## src/rtl/dbgbyte_pkg.sv

```systemverilog
package dbgbyte_pkg;
  typedef enum logic [1:0] {
    PH_IDLE  = 2'd0,
    PH_CAPT  = 2'd1,
    PH_SHIFT = 2'd2
  } dr_phase_e;

  function automatic dr_phase_e decode_phase(input logic sel, input logic capt,
                                             input logic shft);
    if (!sel)      return PH_IDLE;
    else if (capt) return PH_CAPT;
    else if (shft) return PH_SHIFT;
    else           return PH_IDLE;
  endfunction
endpackage

```

## src/rtl/dbgbyte_bitcnt.sv

```systemverilog
module dbgbyte_bitcnt #(
  parameter int BYTE_W = 8
) (
  input  logic                      clk,
  input  logic                      rst_n,
  input  logic                      clear,
  input  logic                      step,
  output logic [$clog2(BYTE_W)-1:0] cnt,
  output logic                      at_first,
  output logic                      at_last
);
  localparam int CNT_W = $clog2(BYTE_W);
  localparam logic [CNT_W-1:0] LAST = CNT_W'(BYTE_W - 1);

  always_ff @(posedge clk or negedge rst_n) begin
    if (!rst_n)          cnt <= '0;
    else if (clear)      cnt <= '0;
    else if (step) begin
      if (cnt == LAST)   cnt <= '0;
      else               cnt <= cnt + 1'b1;
    end
  end

  assign at_first = (cnt == '0);
  assign at_last  = (cnt == LAST);
endmodule

```

## src/rtl/dbgbyte_rx.sv

```systemverilog
module dbgbyte_rx #(
  parameter int BYTE_W = 8
) (
  input  logic              clk,
  input  logic              rst_n,
  input  logic              step,
  input  logic              last,
  input  logic              bit_in,
  output logic              valid,
  output logic [BYTE_W-1:0] data
);
  logic [BYTE_W-1:0] shreg;
  logic [BYTE_W-1:0] next_shreg;

  assign next_shreg = {bit_in, shreg[BYTE_W-1:1]};

  always_ff @(posedge clk or negedge rst_n) begin
    if (!rst_n) begin
      shreg <= '0;
      valid <= 1'b0;
      data  <= '0;
    end else begin
      valid <= step && last;
      if (step) begin
        shreg <= next_shreg;
        if (last) data <= next_shreg;
      end
    end
  end
endmodule

```

## src/rtl/dbgbyte_tx.sv

```systemverilog
module dbgbyte_tx #(
  parameter int          BYTE_W = 8,
  parameter logic [BYTE_W-1:0] FILL = 8'hAA
) (
  input  logic              clk,
  input  logic              rst_n,
  input  logic              step,
  input  logic              first,
  input  logic              head_valid,
  input  logic [BYTE_W-1:0] head_data,
  output logic              ready,
  output logic              bit_out
);
  localparam int REST_W = BYTE_W - 1;

  logic [BYTE_W-1:0] head;
  logic [REST_W-1:0] rest;

  assign head    = head_valid ? head_data : FILL;
  assign ready   = step && first;
  assign bit_out = first ? head[0] : rest[0];

  always_ff @(posedge clk or negedge rst_n) begin
    if (!rst_n)            rest <= FILL[BYTE_W-1:1];
    else if (step) begin
      if (first)           rest <= head[BYTE_W-1:1];
      else                 rest <= {1'b0, rest[REST_W-1:1]};
    end
  end
endmodule

```

## src/rtl/dbgbyte_dr.sv

```systemverilog
module dbgbyte_dr
  import dbgbyte_pkg::*;
#(
  parameter int                BYTE_W = 8,
  parameter logic [BYTE_W-1:0] FILL   = 8'hAA
) (
  input  logic              tck,
  input  logic              trst_n,
  input  logic              sel,
  input  logic              capture_dr,
  input  logic              shift_dr,
  input  logic              update_dr,
  input  logic              tdi,
  output logic              tdo,
  output logic              rx_valid,
  output logic [BYTE_W-1:0] rx_data,
  input  logic              tx_valid,
  input  logic [BYTE_W-1:0] tx_data,
  output logic              tx_ready
);
  localparam int CNT_W = $clog2(BYTE_W);

  dr_phase_e         phase;
  logic              do_clear;
  logic              do_step;
  logic [CNT_W-1:0]  bit_cnt;
  logic              first_bit;
  logic              last_bit;
  logic              upd_unused;

  assign phase      = decode_phase(sel, capture_dr, shift_dr);
  assign do_clear   = (phase == PH_CAPT);
  assign do_step    = (phase == PH_SHIFT);
  assign upd_unused = update_dr;

  dbgbyte_bitcnt #(.BYTE_W(BYTE_W)) u_cnt (
    .clk(tck), .rst_n(trst_n), .clear(do_clear), .step(do_step),
    .cnt(bit_cnt), .at_first(first_bit), .at_last(last_bit)
  );

  dbgbyte_rx #(.BYTE_W(BYTE_W)) u_rx (
    .clk(tck), .rst_n(trst_n), .step(do_step), .last(last_bit),
    .bit_in(tdi), .valid(rx_valid), .data(rx_data)
  );

  dbgbyte_tx #(.BYTE_W(BYTE_W), .FILL(FILL)) u_tx (
    .clk(tck), .rst_n(trst_n), .step(do_step), .first(first_bit),
    .head_valid(tx_valid), .head_data(tx_data),
    .ready(tx_ready), .bit_out(tdo)
  );
endmodule

```

## config.mk

```make
export PLATFORM = sky130hd
export DESIGN_NAME = dbgbyte_dr
export DESIGN_NICKNAME = d
export VERILOG_FILES = /design/src/rtl/dbgbyte_pkg.sv /design/src/rtl/dbgbyte_bitcnt.sv /design/src/rtl/dbgbyte_rx.sv /design/src/rtl/dbgbyte_tx.sv /design/src/rtl/dbgbyte_dr.sv
export SDC_FILE = /design/constraint.sdc
export NUM_CORES = 1
export LEC_CHECK = 0
export BUFFER_PORTS_ARGS = -buffer_cell sky130_fd_sc_hd__clkbuf_2
export CORE_MARGIN = 2
export CORE_UTILIZATION = 55
export CTS_BUF_LIST = sky130_fd_sc_hd__clkbuf_2
export DETAILED_ROUTE_END_ITERATION = 10
export GPL_ROUTABILITY_DRIVEN = 0
export PLACE_DENSITY = 0.81
export SLEW_MARGIN = 30
export SYNTH_ARGS = -nofsm -noshare
export SYNTH_HDL_FRONTEND = slang
export SYNTH_SLANG_ARGS = --single-unit
```

## constraint.sdc

```tcl
create_clock -name tck -period 1.65 [get_ports tck]
set_input_delay 0.0825 -clock tck [delete_from_list [all_inputs] [get_ports tck]]
set_output_delay 0.0825 -clock tck [all_outputs]
set_load 0.005 [all_outputs]
```

==> results of run 1 <==
worst max-delay path: cells and delay by family, from the launching register on:
kind                       cells  cell delay [ps]
and+or+nand+nor                3              270
adders and majority gates      1              150
buffers and inverters          3              330
DFF                            1              460
power by group through the flow:
stage	clock network [mW]	logic, mW	registers, mW
floorplan	0	0.144	0.791
global placement	0	0.206	0.802
detailed placement	0	0.218	0.805
CTS	0.243	0.253	0.791
global route	0.280	0.317	0.807
finish	0.247	0.277	0.795
worst max path at each step:
stage	from	depth (start not counted)	to
6_report	u_cnt.cnt[1]	7	tdo
5_1_grt	u_cnt.cnt[1]	7	tdo
4_1_cts	u_cnt.cnt[1]	7	tdo
3_5_place_dp	u_cnt.cnt[0]	5	u_tx.rest[0]
3_3_place_gp	u_cnt.cnt[0]	5	u_tx.rest[0]
2_1_floorplan	u_cnt.cnt[0]	4	u_rx.data[0]
kinds of logic after synthesis:
kind of cell             share of synthesized area, %
AO/OA/AOI/OAI                                    7.97
flip-flops                                       54.9
AND/OR/NAND/NOR                                  20.3
adder cells (fa/ha/maj)                          3.14
buffers and inverters                            3.56
multiplexers                                     10.1
per-layer routing:
| metal | routed length (um) | vias to the layer above | global-route usage [%] | share of wire, % |
|---|---|---|---|---|
| met5 | 0 | - | 0 | 0 |
| li1 | - | 464 | - | - |
| met1 | 1010 | 444 | 25.9 | 45 |
| met4 | 44 | 0 | 8.11 | 1.9 |
| met3 | 74 | 5 | 3.27 | 3.3 |
| met2 | 1140 | 21 | 31.4 | 50 |
registers in the layout, indices dropped and copies added, names as in the netlist:
| register | flops |
|---|---|
| u_rx.valid | 1 |
| u_tx.rest | 7 |
| u_rx.data | 8 |
| u_rx.shreg | 7 |
| u_cnt.cnt | 3 |
timing repair:
action                                  in CTS  in global routing
setup buffers                                2                  5
hold buffers                                 9                  0
gates resized for setup                      2                  3
endpoints found under the hold margin       30                  0
endpoints found under the setup margin       1                  2
pin swaps                                    0                  4
Yosys cell counts (all sizes together):
cell      n
nand3     5
dfrtp    22
mux2      8
nand3b    1
dfstp     4
o41ai     1
nand2b    1
ha        3
o21ai     9
a31oi     3
buf       2
inv       5
o21a      1
and3b     1
or4bb     2
o22ai     1
nand4bb   1
clkbuf    2
nor2      4
a22o      1
nor2b     1
nand2    33
through the flow:
step	setup TNS (ps)	hold WS [ps]	power [mW]	cell area, um2	setup WS (ps)
2_1_floorplan	0	-213	0.936	1190	284
3_3_place_gp	0	115	1.01	1340	235
3_5_place_dp	0	123	1.02	1340	186
4_1_cts	0	45.8	1.29	1480	22.4
5_1_grt	-98.1	23.4	1.40	1520	-98.1
6_report	0	47.4	1.32	1520	14.4
layout make-up:
class / instances / area (um2) / share of cell area (%)
repair buffers: 43 / 283 / 18.6
multi-input cells: 76 / 513 / 33.7
inverters: 5 / 18.8 / 1.23
clock buffers: 4 / 20.0 / 1.31
well taps: 27 / 33.8 / 2.22
flip-flops and latches: 26 / 656 / 43.0
==> flow_summary_export.csv, run 1 <==
group,metric,value,unit
outcome,status,"finished, final reports clean",
sta,setup_viol,0,
power_and_ir_drop,p_leak,0.817,nW
setup_path,critPathKind,"reg2out",
worst_hold_path,hold_start,"shift_dr",
clocking,clk_latency,350,ps
synthesis,avgSynthCellArea,10.8,um2
setup_path,r2r_cells,5,
detailed_routing,drc_errors,0,
clocking,cts_tree,"built",
floorplanning,die_x,50.6,um
sta,slew_violations,0,
floorplanning,ios,27,
setup_path,cp.required,1570,ps
cells_and_area,drive_above_1_share,35.7,%
setup_path,path_cells,"inv_2 > ha_4 > nor2b_1 > buf_4 > nand3_2 > nand2_1 > clkbuf_2",
synthesis,yosysTopAreaCell,"dfrtp_1",
cells_and_area,layout_commonest_cell,"nand2_1",
worst_hold_path,holdPathStages,3,
placed_design,port_buffers,25,
floorplanning,initial_core_util,59.6,%
clocking,cts_buffers,3,
detailed_routing,postRouteAntennaNets,0,
cells_and_area,area_growth,27.7,%
global_routing,gr-total-overflow,0,
sta,period_share,99.1,%
global_routing,grt_start_max_net_pins,27,
worst_hold_path,min_path_type,"in2reg",
synthesis,synth-seq-cells,26,
placed_design,dp_hpwl,1420,um
setup_path,end_kind,"output port",
sta,finalCriticalPeriod,1640,ps
detailed_routing,drt-initial-drc-count,10,
run,cap_violations,0,
global_routing,track_usage,19.4,%
floorplanning,dieHeight,50.6,um
power_and_ir_drop,netSwitchingFraction,28.7,%
clocking,clock-sinks,26,
detailed_routing,wire_per_inst,12.6,um
clocking,clk_pin_slew,230,ps
floorplanning,coreArea,0.00200,mm2
power_and_ir_drop,comb_power_share,21.0,%
power_and_ir_drop,power_density,865,mW/mm2
synthesis,ys_seq_area_share,54.9,%
placed_design,numPlacedInstances,161,
setup_path,worstPathArrival,1550,ps
clocking,htree_levels,1,
sta,slew_headroom,58.4,%
synthesis,netlist.area_leader.share,46.1,%
sta,skew,1.71,ps
power_and_ir_drop,peakVddDrop,0.000640,V
synthesis,yosysWarningCount,0,
power_and_ir_drop,p_clk_share,18.7,%
floorplanning,fp-row-count,16,
setup_path,crit-reg2reg-launch,"u_cnt.cnt[1]",
sta,max_clock_freq,0.611,GHz
sta,max_slew.worst_pin.slew,623,ps
cells_and_area,final_cell_mix,"32 x nand2_1, 29 x clkbuf_2, 22 x dfrtp_1",
setup_path,slowest_delay,460,ps
synthesis,synthTopCellsByArea,"dfrtp_1 46%, mux2_4 10%, nand2_1 10%, dfstp_2 8.8%, o21ai_0 3.8%",
cells_and_area,nets,174,
detailed_routing,num_vias,934,
power_and_ir_drop,p_seq_share,60.3,%
cells_and_area,utilization,76.1,%
clocking,root_buffer,"clkbuf_2",
synthesis,synth_cell_types,24,
cells_and_area,instances_no_fill,181,
setup_path,r2r_setup_slack,80,ps
global_routing,grt_pass1_vias,887,
clocking,cts.path.max_buffers,2,
detailed_routing,drt-pass1-iter-count,4,
floorplanning,dieArea,0.00256,mm2
setup_path,cp_max_fo,7,
cells_and_area,antennaDiodeCount,0,
power_and_ir_drop,power.internal,0.941,mW
detailed_routing,viasPerCell,5.16,
sta,hold_violations,0,
synthesis,synthCells,111,
setup_path,cp-start-kind,"flip-flop",
power_and_ir_drop,switchingPower,0.378,mW
synthesis,syn_nets,130,
setup_path,r2r_end,"u_rx.data[2]",
sta,grt_setup_unrepaired,"true",
synthesis,syn_area,0.00119,mm2
worst_hold_path,hold_end,"u_cnt.cnt[2]",
setup_path,crit_slowest_cell,"dfrtp_1",
global_routing,antenna_found_initial,0,
cells_and_area,nFillCells,133,
detailed_routing,routed_wl,2270,um
global_routing,grt_pass1_wl,3800,um
No activity file was read; power rests on OpenSTA's default activity.
==> run 2: changes to the inputs <==
--- a/config.mk
+++ b/config.mk
@@ -7,11 +7,11 @@
 export LEC_CHECK = 0
 export BUFFER_PORTS_ARGS = -buffer_cell sky130_fd_sc_hd__clkbuf_2
 export CORE_MARGIN = 2
-export CORE_UTILIZATION = 55
+export CORE_UTILIZATION = 49
 export CTS_BUF_LIST = sky130_fd_sc_hd__clkbuf_2
 export DETAILED_ROUTE_END_ITERATION = 10
 export GPL_ROUTABILITY_DRIVEN = 0
-export PLACE_DENSITY = 0.81
+export PLACE_DENSITY = 0.76
 export SLEW_MARGIN = 30
 export SYNTH_ARGS = -nofsm -noshare
 export SYNTH_HDL_FRONTEND = slang
==> constraint.sdc (replaced) <==
create_clock -name tck -period 1.4 [get_ports tck]
set_input_delay 0.07 -clock tck [delete_from_list [all_inputs] [get_ports tck]]
set_output_delay 0.07 -clock tck [all_outputs]
set_load 0.005 [all_outputs]
==> flow_summary_export.csv, run 2 (same netlist as run 1, synthesis figures left out) <==
group,metric,value,unit
detailed_routing,routed_wl,2540,um
global_routing,track_usage,21.3,%
sta,fin_ws,-133,ps
cells_and_area,instances_no_fill,182,
power_and_ir_drop,power.internal,1.31,mW
power_and_ir_drop,p_leak,0.843,nW
cells_and_area,nFillCells,163,
outcome,status,"finished with violations",
clocking,cts_buffers,3,
setup_path,cp_max_fo,9,
cells_and_area,reg_top3,"u_rx.data (8), u_rx.shreg (7), u_tx.rest (7)",
setup_path,critPathKind,"reg2reg",
sta,max_slew.worst_pin.slew,626,ps
cells_and_area,drive_above_1_share,40.3,%
cells_and_area,nets,174,
power_and_ir_drop,peakVddDrop,0.000931,V
sta,hold_violations,0,
sta,finalCriticalPeriod,1530,ps
global_routing,grt_pass1_vias,933,
cells_and_area,utilization,70.8,%
placed_design,port_buffers,25,
sta,period_share,109,%
worst_hold_path,min_path_type,"in2reg",
setup_path,end_kind,"flip-flop",
detailed_routing,postRouteAntennaNets,0,
clocking,root_buffer,"clkbuf_2",
cells_and_area,layout_commonest_cell,"nand2_1",
sta,max_clock_freq,0.652,GHz
sta,slew_headroom,58.3,%
power_and_ir_drop,netSwitchingFraction,26.5,%
detailed_routing,num_vias,950,
floorplanning,ios,27,
placed_design,dp_hpwl,1580,um
clocking,clk_latency,360,ps
floorplanning,die_x,53.4,um
detailed_routing,drc_errors,0,
power_and_ir_drop,power_density,1110,mW/mm2
detailed_routing,drt-pass1-iter-count,4,
global_routing,grt_pass1_wl,4240,um
sta,skew,24.5,ps
cells_and_area,antennaDiodeCount,0,
cells_and_area,seq_area,656,um2
power_and_ir_drop,switchingPower,0.472,mW
placed_design,numPlacedInstances,165,
setup_path,crit_buf_inv,1,
clocking,clock-sinks,26,
setup_path,cp.required,1660,ps
cells_and_area,largest_reg_flops,8,
detailed_routing,wire_per_inst,14.0,um
power_and_ir_drop,comb_power_share,21.0,%
power_and_ir_drop,power,1.78,mW
cells_and_area,final_cell_mix,"31 x nand2_1, 27 x clkbuf_2, 22 x dfrtp_1, 9 x dlygate4sd3_1, 9 x buf_4",
detailed_routing,viasPerCell,5.22,
setup_path,slowest_delay,450,ps
clocking,cts.path.max_buffers,2,
floorplanning,dieArea,0.00285,mm2
clocking,cts_tree,"built",
global_routing,grt_start_max_net_pins,27,
run,cap_violations,0,
floorplanning,initial_core_util,52.9,%
sta,setup_viol,12,
floorplanning,fp-row-count,17,
floorplanning,dieHeight,53.4,um
cells_and_area,area_growth,33.8,%
setup_path,crit_slowest_cell,"dfrtp_1",
sta,whs,58.1,ps
floorplanning,coreArea,0.00225,mm2
sta,grt_setup_unrepaired,"true",
setup_path,crit_path_frequent_cell,"ha_2",
setup_path,path_cells,"buf_4 > ha_2 > ha_2 > nand2_8 > mux2_4",
global_routing,gr-total-overflow,0,
sta,slew_violations,0,
power_and_ir_drop,p_clk_share,26.2,%
clocking,htree_levels,1,
power_and_ir_drop,p_seq_share,52.8,%
outcome,violations,"setup timing",
clocking,clk_pin_slew,250,ps
detailed_routing,drt-initial-drc-count,12,
setup_path,cpLargestDelayFamily,"flip-flops",
cells_and_area,regMostFlops,"u_rx.data",
cells_and_area,multiInputGateArea,559,um2
global_routing,antenna_found_initial,0,
setup_path,cp-start-kind,"flip-flop",
setup_path,worstPathArrival,1790,ps
## run 2: cell types whose count changed in the layout (fill, tap and decap cells not counted), moves of 2 or more
cell,delta
clkbuf_2,-2
ha_1,-2
ha_2,+2
o21ai_0,-7
o21ai_1,+7
## run 2: metal layers
layer	global-route usage (%)	up-vias	wire length, um
li1	-	464	-
met1	24.9	455	1090
met2	37.2	25	1320
met3	2.82	6	70
met4	11.1	0	61
met5	0	-	0
## run 2: cell type report
cell class,count,share of cell area (%)
Tap cell,28,2.19
Sequential cell,26,41.1
Clock buffer,3,0.940
Timing Repair Buffer,43,17.7
Clock inverter,1,1.88
Multi-Input combinational cell,76,35.0
Inverter,5,1.18
## run 2: power groups by stage
stage / logic, mW / registers (mW) / clock network (mW)
4_1_cts: 0.342 / 0.933 / 0.477
3_3_place_gp: 0.260 / 0.944 / 0
3_5_place_dp: 0.271 / 0.950 / 0
6_report: 0.374 / 0.939 / 0.466
5_1_grt: 0.421 / 0.956 / 0.516
2_1_floorplan: 0.170 / 0.932 / 0
## run 2: repair_timing
action | CTS | global route
hold endpoints to repair | 30 | 0
buffers inserted | 4 | 2
endpoints found under the setup margin | 13 | 19
pin swaps | 5 | 7
resized for setup | 9 | 12
hold buffers | 9 | 0
## run 2: path summary, 6_finish.rpt
| kind | from | to | slack [ps] | depth (start not counted) |
|---|---|---|---|---|
| max | u_cnt.cnt[0] | u_rx.data[1] | -130 | 5 |
| min | tx_valid | u_tx.rest[1] | 60 | 3 |
| max reg2reg | u_cnt.cnt[0] | u_rx.data[1] | -130 | 5 |
| min reg2reg | u_tx.rest[6] | u_tx.rest[6] | 480 | 2 |
| max in group asynchronous | trst_n | u_tx.rest[5] | 750 | 2 |
| min in group asynchronous | trst_n | u_rx.data[2] | 220 | 2 |
## run 2: stage by stage
stage	TNS, ps	setup WS, ps	instance area [um2]
floorplan	0	34.1	1190
global placement	0	13.1	1370
detailed placement	-262	-39.6	1370
CTS	-1870	-199	1560
global route	-1950	-212	1600
finish	-1090	-133	1600
## run 2: worst min-delay path: stages
cell and delay, ps:
clkbuf_2 150, nand3_1 90, a31oi_1 80
==> run 3: changes to the inputs <==
--- a/config.mk
+++ b/config.mk
@@ -6,12 +6,15 @@
 export NUM_CORES = 1
 export LEC_CHECK = 0
 export BUFFER_PORTS_ARGS = -buffer_cell sky130_fd_sc_hd__clkbuf_2
+export CELL_PAD_IN_SITES_DETAIL_PLACEMENT = 1
+export CELL_PAD_IN_SITES_GLOBAL_PLACEMENT = 1
+export CORE_ASPECT_RATIO = 0.5
 export CORE_MARGIN = 2
-export CORE_UTILIZATION = 49
+export CORE_UTILIZATION = 38
 export CTS_BUF_LIST = sky130_fd_sc_hd__clkbuf_2
 export DETAILED_ROUTE_END_ITERATION = 10
 export GPL_ROUTABILITY_DRIVEN = 0
-export PLACE_DENSITY = 0.76
+export PLACE_DENSITY_LB_ADDON = 0.1
 export SLEW_MARGIN = 30
 export SYNTH_ARGS = -nofsm -noshare
 export SYNTH_HDL_FRONTEND = slang
==> flow_summary_export.csv, run 3 (same netlist as run 1, synthesis figures left out) <==
group,metric,value,unit
power_and_ir_drop,peakVddDrop,0.000430,V
power_and_ir_drop,power,1.81,mW
cells_and_area,nFillCells,339,
cells_and_area,nets,176,
sta,fin_ws,-180,ps
global_routing,antenna_found_initial,0,
clocking,cts_buffers,3,
cells_and_area,regMostFlops,"u_rx.data",
sta,hold_violations,0,
power_and_ir_drop,p_leak,0.849,nW
cells_and_area,area_growth,34.8,%
worst_hold_path,min_path_type,"in2reg",
sta,skew,1.49,ps
sta,whs,28.2,ps
sta,period_share,113,%
setup_path,cp_max_fo,3,
cells_and_area,final_cell_mix,"32 x nand2_1, 27 x clkbuf_2, 22 x dfrtp_1, 10 x dlygate4sd3_1, 9 x buf_4",
detailed_routing,viasPerCell,4.92,
clocking,htree_levels,1,
setup_path,critPathKind,"reg2out",
setup_path,slowest_delay,470,ps
floorplanning,coreArea,0.00300,mm2
global_routing,gr-total-overflow,0,
clocking,clk_pin_slew,260,ps
detailed_routing,drt-initial-drc-count,63,
setup_path,cp.required,1330,ps
placed_design,dp_hpwl,1860,um
sta,max_clock_freq,0.633,GHz
detailed_routing,drt-pass1-iter-count,4,
sta,finalCriticalPeriod,1580,ps
cells_and_area,largest_reg_flops,8,
placed_design,port_buffers,25,
clocking,root_buffer,"clkbuf_2",
detailed_routing,wire_per_inst,14.3,um
setup_path,end_kind,"output port",
detailed_routing,drc_errors,0,
global_routing,grt_start_max_net_pins,27,
cells_and_area,drive_above_1_share,38.5,%
floorplanning,initial_core_util,39.8,%
global_routing,grt.met2_usage,29.5,%
worst_hold_path,holdPathStages,3,
clocking,cts.path.max_buffers,2,
detailed_routing,routed_wl,2800,um
placed_design,dpl_cell_area,0.00139,mm2
floorplanning,ios,27,
detailed_routing,num_vias,964,
outcome,status,"finished with violations",
cells_and_area,antennaDiodeCount,0,
sta,grt_setup_unrepaired,"true",
cells_and_area,layout_commonest_cell,"nand2_1",
run,cap_violations,0,
floorplanning,dieArea,0.00363,mm2
clocking,clk_latency,360,ps
cells_and_area,multiInputGateArea,536,um2
sta,slew_headroom,55.6,%
global_routing,track_usage,17.0,%
global_routing,grtUsageMet1,21.8,%
detailed_routing,postRouteAntennaNets,0,
cells_and_area,seq_area,656,um2
power_and_ir_drop,power_density,1130,mW/mm2
outcome,violations,"setup timing",
global_routing,grt_use_met3,5.14,%
setup_path,worstPathArrival,1510,ps
setup_path,cp-start-kind,"flip-flop",
sta,max_slew.worst_pin.slew,666,ps
setup_path,path_cells,"inv_2 > ha_4 > nor2b_1 > buf_4 > nand3_2 > nand2_1 > clkbuf_2",
floorplanning,die_x,83.3,um
setup_path,r2r_cells,5,
sta,slew_violations,0,
cells_and_area,finalInstanceArea,0.00161,mm2
clocking,cts_tree,"built",
sta,setup_viol,17,
global_routing,grt_pass1_wl,4740,um
floorplanning,dieHeight,43.6,um
global_routing,grt_pass1_vias,1008,
cells_and_area,reg_top3,"u_rx.data (8), u_rx.shreg (7), u_tx.rest (7)",
global_routing,busiest_layer,"met2",
clocking,clock-sinks,26,
setup_path,crit_slowest_cell,"dfrtp_1",
floorplanning,fp-row-count,14,
## run 3: critical path, delay by kind of cell, from the launching register on
family / cells / cell delay, ps
AND/OR/NAND/NOR: 3 / 240
adder cells (fa/ha/maj): 1 / 130
flip-flops: 1 / 470
buffers and inverters: 3 / 310
## run 3: final cells by class
cell class                      count  share of cell area [%]
Clock buffer                        3                   0.933
Clock inverter                      1                    1.87
Sequential cell                    26                    40.7
Inverter                            5                    1.17
Multi-Input combinational cell     76                    33.3
Timing Repair Buffer               45                    18.9
Tap cell                           40                    3.11
## run 3: worst paths after layout
| kind | slack (ps) | to | from |
|---|---|---|---|
| worst min register to register | 480 | u_tx.rest[6] | u_tx.rest[6] |
| worst max-delay path | -180 | tdo | u_cnt.cnt[1] |
| worst min-delay path | 30 | u_cnt.cnt[2] | shift_dr |
| min in group asynchronous | 220 | u_rx.data[6] | trst_n |
| max in group asynchronous | 760 | u_tx.rest[5] | trst_n |
| worst max register to register | -160 | u_rx.data[5] | u_cnt.cnt[0] |
## run 3: metrics by stage
stage               TNS, ps  setup WS, ps  utilization, %  cells
global placement          0          1.20            46.4    178
global route          -3080          -299            53.7    196
finish                -1920          -180            53.7    196
floorplan                 0          34.1               -    111
detailed placement     -262         -35.3            46.4    178
CTS                   -1850          -210            52.8    195
## run 3: report_power, final
part / leakage, nW / total, mW / internal [mW] / switching (mW)
clock: 0.0266 / 0.486 / 0.246 / 0.241
combinational: 0.487 / 0.383 / 0.196 / 0.187
sequential: 0.335 / 0.942 / 0.871 / 0.0702
## run 3: what timing repair did
item / 4_1_cts / 5_1_grt
gates cloned: 0 / 0
setup endpoints to repair: 13 / 19
pin swaps: 3 / 5
resized for setup: 10 / 9
setup buffers: 3 / 1
endpoints found under the hold margin: 30 / 0
hold buffers: 10 / 0
## run 3: routing by layer
metal / up-vias / part of all wire [%]
met5: - / 0
met4: 0 / 0.29
met3: 2 / 3.9
met2: 21 / 46
met1: 474 / 50
li1: 467 / -
